`src/rtl/i2cts_pkg.sv`:
```
package i2cts_pkg;

    typedef enum logic [2:0] {
        S_IDLE,
        S_SCL,
        S_SDA,
        S_LOAD,
        S_LOW,
        S_HIGH,
        S_FINISH
    } solve_state_e;

    typedef struct packed {
        logic [15:0] low_min;
        logic [15:0] high_min;
        logic [15:0] rise;
        logic [15:0] fall;
        logic [15:0] setup_min;
        logic [15:0] valid_max;
        logic [15:0] per_min;
        logic [15:0] per_max;
        logic [15:0] per_target;
    } grade_limits_t;

endpackage

```
`src/rtl/i2cts_limits.sv`:
```
module i2cts_limits
    import i2cts_pkg::*;
(
    input  logic [1:0]    grade_i,
    output grade_limits_t lim_o
);
    always_comb begin
        case (grade_i)
            2'd0:    lim_o = '{16'd4700, 16'd4000, 16'd640, 16'd20,  16'd250,
                               16'd3450, 16'd8333, 16'd12500, 16'd10000};
            2'd1:    lim_o = '{16'd1300, 16'd600,  16'd250, 16'd100, 16'd100,
                               16'd900,  16'd2083, 16'd3125,  16'd2500};
            default: lim_o = '{16'd500,  16'd260,  16'd60,  16'd100, 16'd50,
                               16'd450,  16'd833,  16'd1250,  16'd1000};
        endcase
    end
endmodule

```
`src/rtl/i2cts_cand_table.sv`:
```
module i2cts_cand_table #(
    parameter int ENTRIES = 16,
    parameter int PW      = 4,
    parameter int DW      = 4,
    parameter int ACC_W   = 32
) (
    input  logic             clk,
    input  logic             we_i,
    input  logic [PW-1:0]    waddr_i,
    input  logic [PW-1:0]    wpresc_i,
    input  logic [DW-1:0]    wscl_i,
    input  logic [DW-1:0]    wsda_i,
    input  logic [ACC_W-1:0] wtp_i,
    input  logic [PW-1:0]    raddr_i,
    output logic [PW-1:0]    rpresc_o,
    output logic [DW-1:0]    rscl_o,
    output logic [DW-1:0]    rsda_o,
    output logic [ACC_W-1:0] rtp_o
);
    typedef struct packed {
        logic [PW-1:0]    presc;
        logic [DW-1:0]    scl;
        logic [DW-1:0]    sda;
        logic [ACC_W-1:0] tp;
    } entry_t;

    entry_t slot_q [ENTRIES];

    for (genvar g = 0; g < ENTRIES; g++) begin : g_slot
        always_ff @(posedge clk) begin
            if (we_i && (waddr_i == PW'(g))) begin
                slot_q[g] <= '{wpresc_i, wscl_i, wsda_i, wtp_i};
            end
        end
    end

    assign rpresc_o = slot_q[raddr_i].presc;
    assign rscl_o   = slot_q[raddr_i].scl;
    assign rsda_o   = slot_q[raddr_i].sda;
    assign rtp_o    = slot_q[raddr_i].tp;
endmodule

```
`src/rtl/i2c_timing_solver.sv`:
```
module i2c_timing_solver
    import i2cts_pkg::*;
#(
    parameter int TCLK_W  = 16,
    parameter int ACC_W   = 32,
    parameter int PRESC_N = 16,
    parameter int DEL_N   = 16,
    parameter int CNT_N   = 256
) (
    input  logic              clk,
    input  logic              rst_n,
    input  logic              start_i,
    input  logic [TCLK_W-1:0] tclk_ns_i,
    input  logic [1:0]        grade_i,
    output logic [31:0]       word_o,
    output logic              done_o,
    output logic              err_o
);
    localparam int PW = $clog2(PRESC_N);
    localparam int DW = $clog2(DEL_N);
    localparam int CW = $clog2(CNT_N);
    localparam int IW = $clog2(PRESC_N + 1);
    localparam logic [PW-1:0] PRESC_LAST = PW'(PRESC_N - 1);
    localparam logic [DW-1:0] DEL_LAST   = DW'(DEL_N - 1);
    localparam logic [CW-1:0] CNT_LAST   = CW'(CNT_N - 1);

    typedef struct packed {
        solve_state_e      st;
        logic [TCLK_W-1:0] tclk;
        logic [1:0]        grade;
        logic [PW-1:0]     presc;
        logic [DW-1:0]     scldel;
        logic [DW-1:0]     sdadel;
        logic [ACC_W-1:0]  tp;
        logic [ACC_W-1:0]  acc;
        logic [ACC_W-1:0]  tlow;
        logic [ACC_W-1:0]  thigh;
        logic [ACC_W-1:0]  best_err;
        logic [IW-1:0]     cnt;
        logic [IW-1:0]     idx;
        logic [CW-1:0]     scll;
        logic [CW-1:0]     sclh;
        logic              found;
        logic [31:0]       best;
        logic [31:0]       word;
        logic              err;
        logic              done;
    } solve_regs_t;

    solve_regs_t q, d;
    grade_limits_t lim;

    logic             tab_we;
    logic [PW-1:0]    rd_presc;
    logic [DW-1:0]    rd_scl;
    logic [DW-1:0]    rd_sda;
    logic [ACC_W-1:0] rd_tp;

    i2cts_limits u_limits (
        .grade_i (q.grade),
        .lim_o   (lim)
    );

    i2cts_cand_table #(
        .ENTRIES (PRESC_N),
        .PW      (PW),
        .DW      (DW),
        .ACC_W   (ACC_W)
    ) u_table (
        .clk      (clk),
        .we_i     (tab_we),
        .waddr_i  (q.cnt[PW-1:0]),
        .wpresc_i (q.presc),
        .wscl_i   (q.scldel),
        .wsda_i   (q.sdadel),
        .wtp_i    (q.tp),
        .raddr_i  (q.idx[PW-1:0]),
        .rpresc_o (rd_presc),
        .rscl_o   (rd_scl),
        .rsda_o   (rd_sda),
        .rtp_o    (rd_tp)
    );

    // derived timing quantities, all in ns
    logic [ACC_W-1:0] t_w, rf, setup_need, hbase, sda_min, sda_max;
    logic [ACC_W-1:0] min_sub, max_sub, t0, tscl, tscl_err, target;
    logic             low_ok, nb_low, nb_high, high_ok;

    function automatic logic beyond(input logic [ACC_W-1:0] per,
                                    input logic [ACC_W-1:0] tgt,
                                    input logic [ACC_W-1:0] pmax,
                                    input logic [ACC_W-1:0] berr);
        return (per > pmax) || ((per >= tgt) && ((per - tgt) >= berr));
    endfunction

    always_comb begin
        t_w        = ACC_W'(q.tclk);
        rf         = ACC_W'(lim.rise) + ACC_W'(lim.fall);
        target     = ACC_W'(lim.per_target);
        setup_need = ACC_W'(lim.rise) + ACC_W'(lim.setup_min);
        hbase      = ACC_W'(50) + (t_w << 1);
        min_sub    = ACC_W'(50) + t_w + (t_w << 1);
        max_sub    = ACC_W'(lim.rise) + ACC_W'(260) + (t_w << 2);
        sda_min    = (ACC_W'(lim.fall) > min_sub) ? ACC_W'(lim.fall) - min_sub : '0;
        sda_max    = (ACC_W'(lim.valid_max) > max_sub) ? ACC_W'(lim.valid_max) - max_sub : '0;
        low_ok     = (q.tlow > ACC_W'(lim.low_min)) &&
                     (q.tlow >= (t_w << 2) + ACC_W'(54));
        t0         = q.tlow + hbase + q.tp + rf;
        nb_low     = beyond(t0, target, ACC_W'(lim.per_max), q.best_err);
        tscl       = q.tlow + q.thigh + rf;
        nb_high    = beyond(tscl, target, ACC_W'(lim.per_max), q.best_err);
        tscl_err   = (tscl >= target) ? tscl - target : target - tscl;
        high_ok    = (tscl >= ACC_W'(lim.per_min)) &&
                     (q.thigh >= ACC_W'(lim.high_min)) && (q.thigh > t_w);
    end

    always_comb begin
        logic adv_presc;
        logic adv_scll;
        d         = q;
        d.done    = 1'b0;
        tab_we    = 1'b0;
        adv_presc = 1'b0;
        adv_scll  = 1'b0;
        case (q.st)
            S_IDLE: begin
                if (start_i) begin
                    d.tclk  = tclk_ns_i;
                    d.grade = grade_i;
                    d.found = 1'b0;
                    if ((tclk_ns_i == '0) || (grade_i == 2'd3)) begin
                        d.st = S_FINISH;
                    end else begin
                        d.presc  = '0;
                        d.scldel = '0;
                        d.tp     = ACC_W'(tclk_ns_i);
                        d.acc    = ACC_W'(tclk_ns_i);
                        d.cnt    = '0;
                        d.st     = S_SCL;
                    end
                end
            end
            S_SCL: begin
                if (q.acc >= setup_need) begin
                    d.sdadel = '0;
                    d.acc    = '0;
                    d.st     = S_SDA;
                end else if (q.scldel == DEL_LAST) begin
                    adv_presc = 1'b1;
                end else begin
                    d.scldel = q.scldel + 1'b1;
                    d.acc    = q.acc + q.tp;
                end
            end
            S_SDA: begin
                if ((q.acc >= sda_min) && (q.acc <= sda_max)) begin
                    tab_we    = 1'b1;
                    d.cnt     = q.cnt + 1'b1;
                    adv_presc = 1'b1;
                end else if (q.sdadel == DEL_LAST) begin
                    adv_presc = 1'b1;
                end else begin
                    d.sdadel = q.sdadel + 1'b1;
                    d.acc    = q.acc + q.tp;
                end
            end
            S_LOAD: begin
                if (q.idx == q.cnt) begin
                    d.st = S_FINISH;
                end else begin
                    d.presc  = rd_presc;
                    d.scldel = rd_scl;
                    d.sdadel = rd_sda;
                    d.tp     = rd_tp;
                    d.scll   = '0;
                    d.tlow   = hbase + rd_tp;
                    d.st     = S_LOW;
                end
            end
            S_LOW: begin
                if (nb_low) begin
                    d.idx = q.idx + 1'b1;
                    d.st  = S_LOAD;
                end else if (low_ok) begin
                    d.sclh  = '0;
                    d.thigh = hbase + q.tp;
                    d.st    = S_HIGH;
                end else begin
                    adv_scll = 1'b1;
                end
            end
            S_HIGH: begin
                if (nb_high) begin
                    adv_scll = 1'b1;
                end else begin
                    if (high_ok && (tscl_err < q.best_err)) begin
                        d.best_err = tscl_err;
                        d.found    = 1'b1;
                        d.best     = {4'(q.presc), 4'd0, 4'(q.scldel), 4'(q.sdadel),
                                      8'(q.sclh), 8'(q.scll)};
                    end
                    if (q.sclh == CNT_LAST) begin
                        adv_scll = 1'b1;
                    end else begin
                        d.sclh  = q.sclh + 1'b1;
                        d.thigh = q.thigh + q.tp;
                    end
                end
            end
            S_FINISH: begin
                d.word = q.found ? q.best : 32'd0;
                d.err  = ~q.found;
                d.done = 1'b1;
                d.st   = S_IDLE;
            end
            default: d.st = S_IDLE;
        endcase

        if (adv_presc) begin
            if (q.presc == PRESC_LAST) begin
                d.idx      = '0;
                d.best_err = target;
                d.st       = S_LOAD;
            end else begin
                d.presc  = q.presc + 1'b1;
                d.tp     = q.tp + t_w;
                d.acc    = q.tp + t_w;
                d.scldel = '0;
                d.st     = S_SCL;
            end
        end
        if (adv_scll) begin
            if (q.scll == CNT_LAST) begin
                d.idx = q.idx + 1'b1;
                d.st  = S_LOAD;
            end else begin
                d.scll = q.scll + 1'b1;
                d.tlow = q.tlow + q.tp;
                d.st   = S_LOW;
            end
        end
    end

    always_ff @(posedge clk or negedge rst_n) begin
        if (!rst_n) begin
            q       <= '0;
            q.st    <= S_IDLE;
        end else begin
            q <= d;
        end
    end

    assign word_o = q.word;
    assign done_o = q.done;
    assign err_o  = q.err;

    // completion strobe lasts one cycle
    p_done_single_r7: assert property (@(posedge clk) disable iff (!rst_n)
        done_o |=> !done_o);

    // results move only together with done
    p_hold_result_r8: assert property (@(posedge clk) disable iff (!rst_n)
        !done_o |-> ($stable(word_o) && $stable(err_o)));

    // an error always reports an empty word
    p_err_empty_r6: assert property (@(posedge clk) disable iff (!rst_n)
        err_o |-> (word_o == 32'd0));

    // at most one stored triple per prescaler
    p_table_cap_r2: assert property (@(posedge clk) disable iff (!rst_n)
        q.cnt <= IW'(PRESC_N));

    // the best error never grows while sweeping high counts
    p_best_mono_r4: assert property (@(posedge clk) disable iff (!rst_n)
        (q.st == S_HIGH) |=> (q.best_err <= $past(q.best_err)));

    // a running search keeps its latched inputs
    p_busy_locked_r7: assert property (@(posedge clk) disable iff (!rst_n)
        ((q.st != S_IDLE) && (q.st != S_FINISH)) |=>
            ((q.tclk == $past(q.tclk)) && (q.grade == $past(q.grade))));
endmodule

```
`config.mk`:
```
export PLATFORM = sky130hd
export DESIGN_NAME = i2c_timing_solver
export DESIGN_NICKNAME = d
export VERILOG_FILES = /design/src/rtl/i2cts_pkg.sv /design/src/rtl/i2cts_limits.sv /design/src/rtl/i2cts_cand_table.sv /design/src/rtl/i2c_timing_solver.sv
export SDC_FILE = /design/constraint.sdc
export NUM_CORES = 2
export LEC_CHECK = 0
export CAP_MARGIN = 20
export CELL_PAD_IN_SITES_DETAIL_PLACEMENT = 1
export CELL_PAD_IN_SITES_GLOBAL_PLACEMENT = 2
export CORE_MARGIN = 5
export CORE_UTILIZATION = 35
export CTS_CLUSTER_DIAMETER = 120
export DETAILED_ROUTE_END_ITERATION = 8
export DONT_BUFFER_PORTS = 1
export MAX_ROUTING_LAYER = met4
export PLACE_DENSITY_LB_ADDON = 0.3
export SETUP_SLACK_MARGIN = 0.15
export SKIP_LAST_GASP = 1
export SLEW_MARGIN = 10
export SYNTH_ARGS = -nofsm -noshare
export SYNTH_HDL_FRONTEND = slang
export SYNTH_SLANG_ARGS = --single-unit
```
`constraint.sdc`:
```
create_clock -name clk -period 22 [get_ports clk]
set_input_delay 5.5 -clock clk [delete_from_list [all_inputs] [get_ports clk]]
set_output_delay 5.5 -clock clk [all_outputs]
set_load 0.05 [all_outputs]
```
Word level (Yosys, flattened, before mapping)
Memories as Yosys holds them, arrays and structs flattened. Index checks and enable logic that the tools add are counted.

Input bits: 21. Bits in registers: 282. Logic and storage cells: 335. RAM bits: 704. Memories: 1.

Reductions and logical operators: 57. Multiplexer cells: 162. $lt $le $gt $ge: 17. Add/subtract/negate cells: 31. Bitwise operators: 2. Eq/ne operators: 45.

Memories: u_table.slot_q (depth 16, width 44, read ports 1, clocked after Yosys merged registers in 0, wr ports 1, RTL line i2cts_cand_table.sv:27) `entry_t slot_q [ENTRIES];`.

Operators with widths (number): $mux 44 (16); $reduce_or 44->1 (15); $mux 32 (19); $mux 64 (5); $pmux 141 s2 (1); $add 32x32->32 (5); $ge 32x16->1 (4); $gt 32x16->1 (4); $pmux 32 s2 (2); $ge 32x32->1 (3); $pmux 32 s3 (1); $mux 4 (20); $mux 8 (9); $add 18x32->32 (2); $add 32x17->32 (2); $sub 32x16->32 (2); $mux 1 (59); $eq 4x4->1 const B (11); $mux 41 (1); $mux 5 (8); $add 16x16->17 (2); $mux 33 (1); $add 32x16->32 (1); $add 32x18->32 (1); 56 further kinds (120).

Longest topological paths before layout
Depth in word-level cells: 29. Depth in mapped cells: 40.

Hierarchy
From an unflattened synthesis, not the netlist that was laid out.

Cell total of the unflattened synthesis: 6134. Area, all modules: 67380.9 µm².

Modules (own cells, without submodules): i2c_timing_solver (area each 39919.5 µm², cells each 4890, instances 1, sequential area each 6956.7 µm²); i2cts_cand_table (area each 26387.8 µm², cells each 1098, instances 1, sequential area each 21140.3 µm²); i2cts_limits (area each 1073.5 µm², cells each 146, instances 1, sequential area each 0.0 µm²).

Worst setup path after synthesis
Ideal clock, no wire load.

Path type: reg2reg. Start point: register q[266] in the netlist's numbering. End point: memory u_table.slot_q[0][0] in the netlist's numbering, enable pin. Cell stages (with the launch flop): 28. Path buffers: 1. Required time: 21.500 ns. Path slack: 11.620 ns. Period minus slack after synthesis: 10.380 ns. Data arrival time: 9.881 ns. Cells stage by stage: dfrtp_1 -> nor2b_1 -> ha_1 -> ha_1 -> inv_1 -> o21ai_0 -> a21oi_1 -> o21bai_1 -> a21o_1 -> a21o_1 -> xnor2_1 -> ha_1 -> nand4_1 -> nor4_1 -> a2111oi_0 -> nand2b_1 -> ha_1 -> o21a_1 -> o21ai_0 -> a31oi_1 -> o21ai_0 -> nand2b_1 -> o21ai_0 -> a21oi_1 -> nor3_1 -> clkbuf_1 -> nand2_1 -> nor3_1.

Cells in the longest elaborated chain, start to end: 29. Elaborated cells on any way between the ends: 109. Those cells by class: add/sub (4); order compare (4); eq/ne (1); mux (67); reduce/logical (33).

RTL lines: start, declared (RTL line i2c_timing_solver.sv:50) `solve_regs_t q, d;`; $eq 2x1->1 / $logic_not 2->1 (equally long branches) (RTL line i2cts_limits.sv:8) `case (grade_i)`; $pmux 141 s2 * (RTL line i2cts_limits.sv:8); $add 16x9->17 (RTL line i2c_timing_solver.sv:103) `max_sub = ACC_W'(lim.rise) + ACC_W'(260) + (t_w << 2);`; $add 17x18->19 (RTL line i2c_timing_solver.sv:103); $sub 16x19->20 / $gt 16x19->1 (equally long branches) (RTL line i2c_timing_solver.sv:105) `sda_max = (ACC_W'(lim.valid_max) > max_sub) ? ACC_W'(lim.valid_max) - max_sub : '0;`; $mux 32 (RTL line i2c_timing_solver.sv:105); $le 32x32->1 (RTL line i2c_timing_solver.sv:156) `if ((q.acc >= sda_min) && (q.acc <= sda_max)) begin`; $logic_and 1x1->1 * (RTL line i2c_timing_solver.sv:156); $mux 1 * (RTL line i2c_timing_solver.sv:156); $mux 1 * (RTL line i2c_timing_solver.sv:125) `case (q.st)`; $logic_and 1x1->1 (RTL line i2cts_cand_table.sv:31) `if (we_i && (waddr_i == PW'(g))) begin`; $mux 1 (RTL line i2cts_cand_table.sv:31); $mux 1 (not written as such) (RTL line i2cts_cand_table.sv:32) `slot_q[g] <= '{wpresc_i, wscl_i, wsda_i, wtp_i};`; $reduce_or 44->1 (no source line); $mux 4 (no source line) / $mux 1 (equally long branches) (15 in a row); end, declared (RTL line i2cts_cand_table.sv:27).

Every way passes the cells marked *; elsewhere a longest branch is shown, timed or not.

Worst setup path after layout
Start point: register q[266] in the netlist's numbering. End point: register q[141] in the netlist's numbering.

Cells in the longest elaborated chain, start to end: 10. Elaborated cells on any way between the ends: 24. Those cells by class: add/sub (5); order compare (7); eq/ne (4); mux (1); reduce/logical (7).

RTL lines: $eq 2x1->1 / $logic_not 2->1 (equally long branches) (RTL line i2cts_limits.sv:8); $pmux 141 s2 * (RTL line i2cts_limits.sv:8); $add 16x16->17 (RTL line i2c_timing_solver.sv:98) `rf = ACC_W'(lim.rise) + ACC_W'(lim.fall);`; $add 32x17->32, on equally long branches (RTL line i2c_timing_solver.sv:110, i2c_timing_solver.sv:108); $sub 32x16->32 (RTL line i2c_timing_solver.sv:93) `return (per > pmax) || ((per >= tgt) && ((per - tgt) >= berr));`; $ge 32x32->1 (RTL line i2c_timing_solver.sv:93); $logic_and 1x1->1 (RTL line i2c_timing_solver.sv:93); $logic_or 1x1->1 (RTL line i2c_timing_solver.sv:93); $ne 2x2->1 (no source line); $reduce_and 5->1 (no source line) *.

Marked as above. A chain may end at the register's enable or synchronous reset.

==> summary.md <==
| Metric | Value |
|---|---|
| Layout cell share with drive strength beyond 1 | `11.3%` |
| Number of synthesized flops with an enable pin | `704` |
| Worst setup EP type | `register` |
| Total gr overflow | `0` |
| First-pass GRT wire length | `303000 um` |
| Clk Latency, worst-skew pair | `0.75 ns` |
| Post-cts resize count | `0` |
| Reg clk slew, reported paths | `0.07 ns` |
| Setup crit end | `q[141]` |
| PortBufs | `0` |
| Core area | `176000 um^2` |
| Final count of hold timing violations | `0` |
| GR Util All Layers | `22.1%` |
| Initial antenna violation count | `2` |
| Ys Warns | `0` |
| Hold path cells | `1` |
| Flop2flop setup slack | `10.55 ns` |
| Min cycle time layout | `11.45 ns` |
| Die X | `430 um` |
| Peak Freq | `0.0873 GHz` |
| Root Driver | `clkbuf_16` |
| Crit path max fanout | `68` |
| Critical path startpoint | `q[266]` |
| Die area | `185000 um^2` |
| Top Ports | `55` |
| DRC | `0` |
| Area Growth Syn to Fin | `10.7%` |
| WHS | `0.490 ns` |
| Iter 0 DRT Violations | `2971` |
| Starting Density | `35.1%` |
| Post-route ant nets | `0` |
| Sequential cell area | `28100 um^2` |
| TritonRoute pass-1 iters | `7` |
| Final wirelength | `201000 um` |
| Slew headroom | `19.8%` |
| Worst-margin pin slew | `1.20 ns` |
| CP startpoint kind | `register` |
| Max incr delay on CP | `0.82 ns` |
| Crit share post-route | `52.1%` |
| Max stage delay cell, worst path | `nor3_4` |
| CP Data Arrival Time | `12.02 ns` |
| # fillers | `18902` |
| Clk buf depth | `3` |
| Post-Route Setup TNS | `0 ns` |
| Placed insts | `7492` |
| Synthesized netlist cell count | `5270` |
| Dominant synthesized flop cell | `edfxtp_1` |
| RR Endpoint | `q[141]` |
| Final std cells w/o fill | `7704` |
| Hold Crit Class | `register to register` |
| Setup Skew | `0.0773 ns` |
| Yosys reg bits | `982` |
| Setup bufs post-CTS | `0` |
| H-tree Lvls | `3` |
| Post-synth cell types | `100` |
| Outcome | `complete, no violations` |
| Area of the multi-input gates | `32000 um^2` |
| Most crowded layer after global routing | `met2` |
| Vias in the first global route | `45958` |
| Die Ht | `430 um` |
| Total of max-cap violations | `0` |
| Setup CP Type | `register to register` |
| Post-DP HPWL | `146000 um` |
| Average footprint of a synthesized cell | `11.7 um^2` |
| Met1 usage | `29.7%` |
| Via/cell ratio | `5.60` |
| Worst-case reg-to-reg path depth | `34` |
| # rows | `154` |
| R2R Path Start | `q[266]` |
| Post-Syn Area | `61800 um^2` |
| DR WL/cell | `26.1 um` |
| RSZ-0062 raised after global routing | `false` |
| Cts-stage hold buffer count | `0` |
| Register area share after synthesis | `45.5%` |
| Routability congestion estimate | `0.874` |
| Async SR Flop Fraction | `28.3%` |
| Pin count of the biggest net entering global routing | `279` |
| Fin nets | `5938` |
| Inserted Clock Buffers | `110` |
| DR vias | `43177` |
| Most used cell, CP | `nor2b_1` |
| Final setup violation count | `0` |
| Grt met3 use | `1.79%` |
| Most frequent cells in the layout | `edfxtp_1 (704), ha_1 (596), nand2_1 (404)` |
| Critical Path RT | `22.57 ns` |
| Slew Viols, Final | `0` |
| CTS tree | `built` |
| Most common cell after layout, fill and taps aside | `edfxtp_1` |
| Grt met2 use | `36.8%` |
| Sink Count | `982` |
## cell families (layout without fill, tap and decap cells)
kind of cell	count (synthesis)	count (layout)	share of synthesized area (%)
AO/OA/AOI/OAI	1284	1284	13.5
AND/OR/NAND/NOR	1239	1239	9.83
flip-flops	982	982	45.5
adder cells (fa/ha/maj)	652	652	13.9
buffers and inverters	470	548	3.18
XOR/XNOR	348	348	4.93
multiplexers	293	293	9.20
other	2	18	0.0122
## how the worst min path moves through the flow
stage / from / to / slack (ns)
floorplan: word_o[0] / word_o[0] / 0.45
CTS: q[111] / q[111] / 0.49
detailed placement: q[111] / q[111] / 0.48
finish: q[118] / q[118] / 0.49
global route: q[113] / q[113] / 0.51
global placement: q[120] / q[120] / 0.47
## worst max-delay path: cells and delay by family (launching register included)
family | cells | cell delay (ns)
AOI/OAI and AO/OA | 13 | 3.58
xor gates and xnor gates | 2 | 0.51
adders and majority gates | 5 | 2.14
buffers and inverters | 4 | 1.15
DFF | 1 | 0.58
and+or+nand+nor | 10 | 3.24
## layout make-up
| class | instances | share of cell area, % |
|---|---|---|
| multi-input combinational | 3831 | 46.7 |
| clock buffer | 136 | 4.36 |
| clock inverter | 71 | 1.12 |
| tap | 2340 | 4.28 |
| antenna | 3 | 0.0110 |
| timing repair buffer | 95 | 1.11 |
| sequential | 982 | 41.1 |
| inverter | 246 | 1.35 |
## stage by stage
| step | utilization [%] | setup WS (ns) | area [um^2] |
|---|---|---|---|
| after global routing | 38.9 | 9.77 | 68400 |
| after floorplan | - | 11.62 | 61800 |
| after global placement | 36.7 | 10.88 | 64600 |
| after detailed placement | 36.7 | 10.55 | 64600 |
| final | 38.9 | 10.55 | 68400 |
| after CTS | 38.9 | 10.46 | 68400 |
## flip-flops by register name (all words and copies together), names as in the netlist
name            flops
u_table.slot_q    704
q                 248
word_o             28
done_o              1
err_o               1
## cell usage after synthesis, drive strengths merged, types with 72 or more instances
library cell | number | area, um^2
edfxtp | 704 | 21100
ha | 596 | 7460
nand2 | 405 | 1520
a21oi | 335 | 1680
o21ai | 298 | 1490
dfrtp | 278 | 6960
inv | 246 | 923
nor2 | 245 | 920
xnor2 | 222 | 1940
mux4 | 216 | 4860
a21o | 145 | 1090
clkbuf | 134 | 505
xor2 | 126 | 1100
nor3 | 122 | 643
buf | 90 | 533
o21a | 89 | 668
nand3 | 72 | 360
## routing by layer
| layer | wire [um] | vias up |
|---|---|---|
| met1 | 92900 | 22355 |
| met2 | 97600 | 714 |
| met5 | 0 | - |
| met4 | 4450 | 0 |
| met3 | 5960 | 204 |
| li1 | - | 19904 |
Power is left out: the tool's default activity adds up to more than one toggle a clock period on the data nets, which glitch-free logic cannot reach.
